<file path="src/rtl/cpu_tick_irq_pkg.sv">
`timescale 1ns/1ps
package cpu_tick_irq_pkg;

    localparam int DATA_W     = 64;
    localparam int ID_W       = 2;
    localparam int SLOT_W     = 4;
    localparam int REG_ADDR_W = 3;
    localparam int CNT_BASE   = 4;
    localparam logic [REG_ADDR_W-1:0] CTRL_ADDR = '0;

    // bit positions software decodes
    localparam int ITI_LSB   = 4;
    localparam int IPI_LSB   = 8;
    localparam int REQ_LSB   = 12;
    localparam int ABW_LSB   = 16;
    localparam int ABT_LSB   = 20;
    localparam int CLR_BIT   = 20;
    localparam int REV_BIT   = 35;
    localparam int USER_LSB  = 40;

    typedef struct packed {
        logic [SLOT_W-1:0] user;
        logic [SLOT_W-1:0] abt;
        logic [SLOT_W-1:0] abw;
        logic [SLOT_W-1:0] ipi;
        logic [SLOT_W-1:0] iti;
    } ctrl_t;

    typedef struct packed {
        ctrl_t ctrl;
        logic  tick_seen;
    } top_state_t;

    function automatic logic [DATA_W-1:0] ctrl_to_word(input ctrl_t c);
        logic [DATA_W-1:0] w;
        w = '0;
        w[REV_BIT]                   = 1'b1;
        w[ITI_LSB  +: SLOT_W]        = c.iti;
        w[IPI_LSB  +: SLOT_W]        = c.ipi;
        w[ABW_LSB  +: SLOT_W]        = c.abw;
        w[ABT_LSB  +: SLOT_W]        = c.abt;
        w[USER_LSB +: SLOT_W]        = c.user;
        return w;
    endfunction

endpackage

</file>
<file path="src/rtl/cpu_tick_ign_cnt.sv">
`timescale 1ns/1ps
module cpu_tick_ign_cnt #(
    parameter int CNT_W = 24
) (
    input  logic             clk_i,
    input  logic             rst_ni,
    input  logic             present_i,
    input  logic             tick_rise_i,
    input  logic             load_i,
    input  logic [CNT_W-1:0] load_val_i,
    output logic [CNT_W:0]   cnt_o,
    output logic             ovf_tick_o
);
    logic [CNT_W:0] cnt_d, cnt_q;
    logic [CNT_W:0] dec;

    always_comb begin
        dec        = cnt_q - (CNT_W+1)'(1);
        dec[CNT_W] = dec[CNT_W] | cnt_q[CNT_W];   // overflow is sticky
        cnt_d      = cnt_q;
        ovf_tick_o = 1'b0;
        if (load_i) begin
            cnt_d = {1'b0, load_val_i};           // load wins over a tick
        end else if (tick_rise_i && present_i) begin
            cnt_d      = dec;
            ovf_tick_o = dec[CNT_W];
        end
    end

    always_ff @(posedge clk_i) begin
        if (!rst_ni) cnt_q <= '0;
        else         cnt_q <= cnt_d;
    end

    assign cnt_o = cnt_q;
endmodule

</file>
<file path="src/rtl/cpu_tick_ctrl_next.sv">
`timescale 1ns/1ps
module cpu_tick_ctrl_next
    import cpu_tick_irq_pkg::*;
#(
    parameter int NCPU = 4
) (
    input  ctrl_t             ctrl_q_i,
    input  logic              wr_i,
    input  logic [DATA_W-1:0] wdata_i,
    input  logic [NCPU-1:0]   tick_ovf_i,
    output ctrl_t             ctrl_d_o
);
    localparam logic [SLOT_W-1:0] SLOT_MASK = SLOT_W'((1 << NCPU) - 1);

    logic [SLOT_W-1:0] ovf_wide;
    logic              unused_wdata;

    assign unused_wdata = ^{wdata_i[DATA_W-1:USER_LSB+SLOT_W],
                            wdata_i[USER_LSB-1:ABT_LSB+SLOT_W],
                            wdata_i[ITI_LSB-1:0]};

    always_comb begin
        ovf_wide            = '0;
        ovf_wide[NCPU-1:0]  = tick_ovf_i;
    end

    always_comb begin
        ctrl_d_o = ctrl_q_i;
        if (wr_i) begin
            ctrl_d_o.iti = ctrl_q_i.iti & ~wdata_i[ITI_LSB +: SLOT_W];
            ctrl_d_o.ipi = ctrl_q_i.ipi & ~wdata_i[IPI_LSB +: SLOT_W];
            if (wdata_i[CLR_BIT]) begin
                ctrl_d_o.abt = '0;
                ctrl_d_o.abw = '0;
            end else begin
                ctrl_d_o.abt = ctrl_q_i.abt | wdata_i[ABT_LSB +: SLOT_W];
                if (ctrl_q_i.abw == '0)
                    ctrl_d_o.abw = wdata_i[ABW_LSB +: SLOT_W];
            end
            // request bits set after the clear, so a set wins
            ctrl_d_o.ipi  = (ctrl_d_o.ipi | wdata_i[REQ_LSB +: SLOT_W]) & SLOT_MASK;
            ctrl_d_o.user = wdata_i[USER_LSB +: SLOT_W];
        end
        // tick overflow applied last, so it wins over a same-cycle clear
        ctrl_d_o.iti = (ctrl_d_o.iti | ovf_wide) & SLOT_MASK;
    end
endmodule

</file>
<file path="src/rtl/cpu_tick_rd_mux.sv">
`timescale 1ns/1ps
module cpu_tick_rd_mux
    import cpu_tick_irq_pkg::*;
#(
    parameter int NCPU  = 4,
    parameter int CNT_W = 24
) (
    input  logic [REG_ADDR_W-1:0]   addr_i,
    input  logic [ID_W-1:0]         cpu_id_i,
    input  logic [DATA_W-1:0]       ctrl_word_i,
    input  logic [NCPU-1:0][CNT_W:0] cnt_i,
    output logic [DATA_W-1:0]       rdata_o
);
    always_comb begin
        rdata_o = '0;
        if (addr_i == CTRL_ADDR) begin
            rdata_o            = ctrl_word_i;
            rdata_o[ID_W-1:0]  = cpu_id_i;
        end
        for (int k = 0; k < NCPU; k++) begin
            if (addr_i == REG_ADDR_W'(CNT_BASE + k))
                rdata_o = {{(DATA_W-CNT_W-1){1'b0}}, cnt_i[k]};
        end
    end
endmodule

</file>
<file path="src/rtl/cpu_tick_irq_ctrl.sv">
`timescale 1ns/1ps
module cpu_tick_irq_ctrl
    import cpu_tick_irq_pkg::*;
#(
    parameter int NCPU  = 4,
    parameter int CNT_W = 24
) (
    input  logic                  clk_i,
    input  logic                  rst_ni,
    input  logic [NCPU-1:0]       present_i,
    input  logic [ID_W-1:0]       cpu_id_i,
    input  logic [REG_ADDR_W-1:0] reg_addr_i,
    input  logic                  wr_en_i,
    input  logic [DATA_W-1:0]     wr_data_i,
    output logic [DATA_W-1:0]     rd_data_o,
    input  logic                  tick_i,
    output logic [NCPU-1:0]       ipi_irq_o,
    output logic [NCPU-1:0]       tmr_irq_o
);
    top_state_t              st_d, st_q;
    ctrl_t                   ctrl_nx;
    logic                    tick_rise;
    logic                    ctrl_wr;
    logic [NCPU-1:0]         cnt_wr;
    logic [NCPU-1:0]         tick_ovf;
    logic [NCPU-1:0][CNT_W:0] cnt_all;
    logic [DATA_W-1:0]       ctrl_word;

    assign tick_rise = tick_i & ~st_q.tick_seen;
    assign ctrl_wr   = wr_en_i && (reg_addr_i == CTRL_ADDR);

    for (genvar g = 0; g < NCPU; g++) begin : g_cnt
        assign cnt_wr[g] = wr_en_i && (reg_addr_i == REG_ADDR_W'(CNT_BASE + g));
        cpu_tick_ign_cnt #(.CNT_W(CNT_W)) u_cnt (
            .clk_i      (clk_i),
            .rst_ni     (rst_ni),
            .present_i  (present_i[g]),
            .tick_rise_i(tick_rise),
            .load_i     (cnt_wr[g]),
            .load_val_i (wr_data_i[CNT_W-1:0]),
            .cnt_o      (cnt_all[g]),
            .ovf_tick_o (tick_ovf[g])
        );
    end

    cpu_tick_ctrl_next #(.NCPU(NCPU)) u_next (
        .ctrl_q_i  (st_q.ctrl),
        .wr_i      (ctrl_wr),
        .wdata_i   (wr_data_i),
        .tick_ovf_i(tick_ovf),
        .ctrl_d_o  (ctrl_nx)
    );

    always_comb begin
        st_d           = st_q;
        st_d.ctrl      = ctrl_nx;
        st_d.tick_seen = tick_i;
    end

    always_ff @(posedge clk_i) begin
        if (!rst_ni) st_q <= '0;
        else         st_q <= st_d;
    end

    assign ctrl_word = ctrl_to_word(st_q.ctrl);

    cpu_tick_rd_mux #(.NCPU(NCPU), .CNT_W(CNT_W)) u_rd (
        .addr_i     (reg_addr_i),
        .cpu_id_i   (cpu_id_i),
        .ctrl_word_i(ctrl_word),
        .cnt_i      (cnt_all),
        .rdata_o    (rd_data_o)
    );

    assign ipi_irq_o = st_q.ctrl.ipi[NCPU-1:0] & present_i;
    assign tmr_irq_o = st_q.ctrl.iti[NCPU-1:0] & present_i;
endmodule

</file>
<file path="config.mk">
export PLATFORM = sky130hd
export DESIGN_NAME = cpu_tick_irq_ctrl
export DESIGN_NICKNAME = d
export VERILOG_FILES = /design/src/rtl/cpu_tick_irq_pkg.sv /design/src/rtl/cpu_tick_ign_cnt.sv /design/src/rtl/cpu_tick_ctrl_next.sv /design/src/rtl/cpu_tick_rd_mux.sv /design/src/rtl/cpu_tick_irq_ctrl.sv
export SDC_FILE = /design/constraint.sdc
export NUM_CORES = 1
export LEC_CHECK = 0
export ABC_AREA = 1
export BUFFER_PORTS_ARGS = -buffer_cell sky130_fd_sc_hd__buf_2
export CAP_MARGIN = 20
export CORE_MARGIN = 4
export CORE_UTILIZATION = 55
export DETAILED_ROUTE_END_ITERATION = 7
export PLACE_DENSITY = 0.86
export SLEW_MARGIN = 40
export SYNTH_ARGS = -nofsm -noshare
export SYNTH_HDL_FRONTEND = slang
export SYNTH_HIERARCHICAL = 1
export SYNTH_SLANG_ARGS = --single-unit
</file>
<file path="constraint.sdc">
create_clock -name clk_i -period 3.3 [get_ports clk_i]
set_clock_uncertainty 0.2 [all_clocks]
set_input_delay 0.33 -clock clk_i [delete_from_list [all_inputs] [get_ports clk_i]]
set_output_delay 0.33 -clock clk_i [all_outputs]
set_load 0.01 [all_outputs]
</file>
* Word level (Yosys, flattened, before mapping)
Cells that the tools add are included.
** Storage, ports and cells
- Output and inout port bits :: 72
- Bits in registers :: 121
- Word-level logic and storage cells :: 83
- Input port bits :: 77
** Operators by class
- Reduce and logical (&&, ||, !) cells :: 21
- Eq/ne operators :: 4
- Mux-type cells :: 24
- Add/sub/neg operators :: 4
- Bitwise operators :: 16
** Operators with widths (count)
- two-way mux 44 bit :: 5
- two-way mux 24 bit :: 8
- subtractor 25 x 1 -> 25 bit (second input constant) :: 4
- AND 4 bit :: 4
- == test 3 bit (second input constant) :: 4
- bitwise OR 4 bit :: 3
- nonzero test 2 bit :: 5
- logical AND 1 bit :: 9
- two-way mux 1 bit :: 8
- two-way mux 4 bit :: 2
- two-way mux 8 bit :: 1
- inverter 4 bit :: 2
- OR reduction 2 bit :: 4
- logical NOT 4 bit :: 1
- bitwise OR 1 bit :: 4
- logical NOT 3 bit :: 1
- inverter 1 bit :: 2
- AND reduction 2 bit :: 1
- AND 1 bit :: 1

* Depth between registers and ports, before layout
- Depth after elaboration :: 6
- Gate-level depth with buffers :: 11
- Gate-level depth less buffers :: 11

* Hierarchy
The synthesis kept the hierarchy.
** Modules (own cells, without submodules)
- cpu_tick_ign_cnt :: cells an instance 285, sequential area each 500.5 um^2, area each 1755.4 um^2, instances 4
- cpu_tick_rd_mux :: cells an instance 331, sequential area each 0.0 um^2, area each 1400.1 um^2, instances 1
- cpu_tick_irq_ctrl :: cells an instance 98, sequential area each 420.4 um^2, area each 724.4 um^2, instances 1
- cpu_tick_ctrl_next :: cells an instance 70, sequential area each 0.0 um^2, area each 351.6 um^2, instances 1

* Least setup slack after synthesis
Ideal clock, no wire load.
- Path kind :: input -> register
- Start point :: in tick_i
- End point :: reg g_cnt[0].u_cnt.cnt_q[8]
- Library setup time :: 0.070 ns
- Buffers on the path :: 1
- Path slack :: 1.461 ns
- Stages :: 7
- Data required time :: 3.030 ns
- Arrival :: 1.568 ns
- Cell sequence :: inv_1 -> nor2_1 -> nand2_4 -> nor2_4 -> buf_2 -> o21ai_0 -> a21oi_1
** On the way
- Cells in the longest elaborated chain, start to end :: 3
** Ends and longest elaborated chain
- start, declared :: line cpu_tick_irq_ctrl.sv:16 : input logic tick_i,
- AND 1 bit :: line cpu_tick_irq_ctrl.sv:29 : assign tick_rise = tick_i & ~st_q.tick_seen;
- named net tick_rise :: line cpu_tick_irq_ctrl.sv:22 : logic tick_rise;
- logical AND 1 bit :: line cpu_tick_ign_cnt.sv:24 : end else if (tick_rise_i && present_i) begin
- nonzero test 2 bit (no line)
- end signal, assigned :: line cpu_tick_ign_cnt.sv:32 : else cnt_q <= cnt_d;
- end, declared :: line cpu_tick_ign_cnt.sv:14 : logic [CNT_W:0] cnt_d, cnt_q;
The timed path passes the listed nets, and every way through them passes these cells.
A chain may end at the register's enable or synchronous reset.

* Final worst setup path
- Start point :: in reg_addr_i[2]
- End point :: out rd_data_o[9]
** On the way
- Cells in the longest elaborated chain, start to end :: 6
- Elaborated cells on any way between the ends :: 10
- Those cells by class :: 4 x eq/ne; 5 x mux; 1 x reduce/logical
** Ends and longest elaborated chain
- start, declared :: line cpu_tick_irq_ctrl.sv:12 : input logic [REG_ADDR_W-1:0] reg_addr_i,
- logical NOT 3 bit :: line cpu_tick_rd_mux.sv:16 : if (addr_i == CTRL_ADDR) begin
- two-way mux 44 bit :: line cpu_tick_rd_mux.sv:16
- two-way mux 44 bit (3 in a row) :: line cpu_tick_rd_mux.sv:21 : if (addr_i == REG_ADDR_W'(CNT_BASE + k))
- two-way mux 44 bit * :: line cpu_tick_rd_mux.sv:21
- end, declared :: line cpu_tick_irq_ctrl.sv:15 : output logic [DATA_W-1:0] rd_data_o,
Every way passes the cells marked *; elsewhere a longest branch is shown, timed or not.

==> flow_metrics.tcl <==
set metrics [dict create \
    cts_resized 0 \
    grtUsageTotal_pct 32.8 \
    pre_cts_ws_ps 676 \
    dpl.hpwl_mm 23.7 \
    cap_viol_max_count 0 \
    diodes 0 \
    final_area_um2 10800 \
    crit_required_ps 2770 \
    worstSkewPairLatency_ps 420 \
    hold_viol_final 0 \
    synthTopCellsByArea "dfxtp_1, nand2_1, nor2_1" \
    htree_levels 4 \
    violations "DRC" \
    utilization_pct 64.2 \
    routabilityCongestion 1.02 \
    routed_via_density 5.64 \
    cp.arrival_ps 2050 \
    antenna_found_initial 0 \
    rsz0062_at_grt "false" \
    synth_area_per_cell_um2 5.79 \
    post_cts_buffers 0 \
    start_util_pct 56.7 \
    ys_warn_count 6 \
    ys_ff_latch 121 \
    dr.pass1.iters 8 \
    hold-worst-slack_ps 41.7 \
    critPathMaxStageDelay_ps 450 \
    areaGrowthSynthToFinish_pct 13.3 \
    placed_area_um2 10100 \
    drt-total-wl_mm 33.1 \
    path_max_fanout 31 \
    fin_crit_ps 2580 \
    cts_tree "done" \
    synth_common_cells "nand2_1, nor2_1, inv_1" \
    syn_inst 1639 \
    synth_edf_count 0 \
    row_count 47 \
    clk_pin_slew_ps 60 \
    outcome "finished with violations" \
    drtIter0Drc 1541 \
    power.density_nw_per_um2 519 \
    grt_overflow 0 \
    synth_flop_cell "dfxtp_1" \
    slew_violations 0 \
    syn-cell-area_um2 9500 \
    worstMarginPinSlew_ps 799 \
    synth.distinct_cells 36 \
    yosysSeqAreaShare_pct 25.5 \
    portBuffers 78 \
    numCtsBuffers 17 \
    clock_sinks 121 \
    max_freq_mhz 388 \
    final_cell_count_no_fill 1971 \
    startpoint_type "input pin" \
    die-area_um2 19400 \
    slew_headroom_pct 46.7 \
    layout_setup_ws_ps 720 \
    ios 149 \
    leakage_nw 5.14 \
    min-delay-path-class "input pin to flop" \
    min_period_over_period_pct 78.2 \
    yosysTopAreaCell "dfxtp_1" \
    ctsHoldBuffers 5 \
    wl_per_cell_um 16.8 \
    fp.dieW_um 139 \
    nFillCells 1531 \
    irDropWorstVdd_uv 400 \
    synthArstFlopShare_pct 0 \
    setup_viol 0 \
    root_buffer "clkbuf_16" \
    finalSetupTns_ps 0 \
    yosysMostFrequentCell "nand2_1" \
    grt_max_degree 40 \
    ant_nets 0 \
    ff_latch_area_um2 2420 \
    power_mw 5.58 \
    end_kind "output pin" \
    crit_type "input pin to output pin" \
    placed_cells 1934 \
    synth_top_area_share_pct 25.5 \
    cp_slowest_cell "buf_2" \
    multi_input_comb_area_um2 5900 \
    fin_nets 1819 \
    vias 11125 \
    crit_chain "buf_2 -> inv_2 -> nand3_1 -> nand2_1 -> nor2_1 -> nand3_1 -> buf_2" \
    grt_pass1_vias 9805 \
    ctsLongestPathBuffers 2 \
    fp.dieH_um 139 \
    coreArea_um2 16800 \
    grt_first_pass_wirelength_mm 51.0 \
    drive_above_1_share_pct 11.6 \
    route.detailed.drc 3 \
]
## flip-flops by register name, indices dropped and copies added, names as in the netlist
name	flops
st_q	1
ctrl_word	20
g_cnt.u_cnt/cnt_o	100
## worst max-delay path, delay by kind of cell
kind | cells | cell delay [ps]
and+or+nand+nor | 4 | 700
buffers and inverters | 3 | 990
## area by class of cell
cell class / instances / share of cell area (%)
flip-flops and latches: 121 / 22.5
clock buffers: 17 / 3.95
inverters: 264 / 9.30
well taps: 220 / 2.56
repair buffers: 93 / 4.79
clock inverters: 15 / 2.08
multi-input cells: 1241 / 54.8
## layout by cell type (no fill, tap or decap), types with 5 or more instances in the layout
cell type and n:
inv_1 254, buf_2 78, nand4_1 28, nor2_4 27
o21ai_1 18, nor3_1 8, a31oi_1 20, clkbuf_16 17
a21oi_1 80, o21ai_0 68, a22oi_1 8, dlygate4sd3_1 5
nand2_4 8, inv_2 6, dfxtp_1 121, nand3_1 159
nor2_2 17, buf_4 10, nand2_1 440, xor2_1 28
nor2_1 253, conb_1 42, bufinv_16 5
## per-layer routing
layer | vias up | track usage, % | routed length, um
met5 | - | 0 | 0
met4 | 0 | 18.8 | 2180
met3 | 147 | 7.41 | 4200
met2 | 724 | 50.4 | 14200
met1 | 4972 | 42.4 | 12600
li1 | 5282 | - | -
## path summary, 6_finish.rpt
check	start	endpoint	slack, ps	depth (start not counted)
hold reg to reg	ctrl_word[20]$_SDFF_PN0_	ctrl_word[20]$_SDFF_PN0_	320	4
setup reg to reg	g_cnt[0].u_cnt/cnt_o[0]$_SDFFE_PN0P_	ctrl_word[4]$_SDFF_PN0_	1240	11
setup / recovery	reg_addr_i[2]	rd_data_o[9]	720	7
hold / removal	rst_ni	st_q[0]$_SDFF_PN0_	40	3
## cell families (layout without fill, tap and decap cells)
group | Yosys count | after routing | synth area share, %
compound gates | 207 | 207 | 11.8
xor+xnor | 32 | 32 | 2.95
fa+ha+maj | 4 | 4 | 0.527
buf+inv | 317 | 389 | 14.1
flops | 121 | 121 | 25.5
other cells | 2 | 42 | 0.0791
simple gates | 956 | 956 | 45.0
## report_power, final
part	internal (mW)	total (mW)	switching, mW
clock network	1.34	2.08	0.737
logic	0.571	1.76	1.19
registers	1.57	1.74	0.169
total	3.48	5.58	2.10
Power figures use the tool's default switching activity.
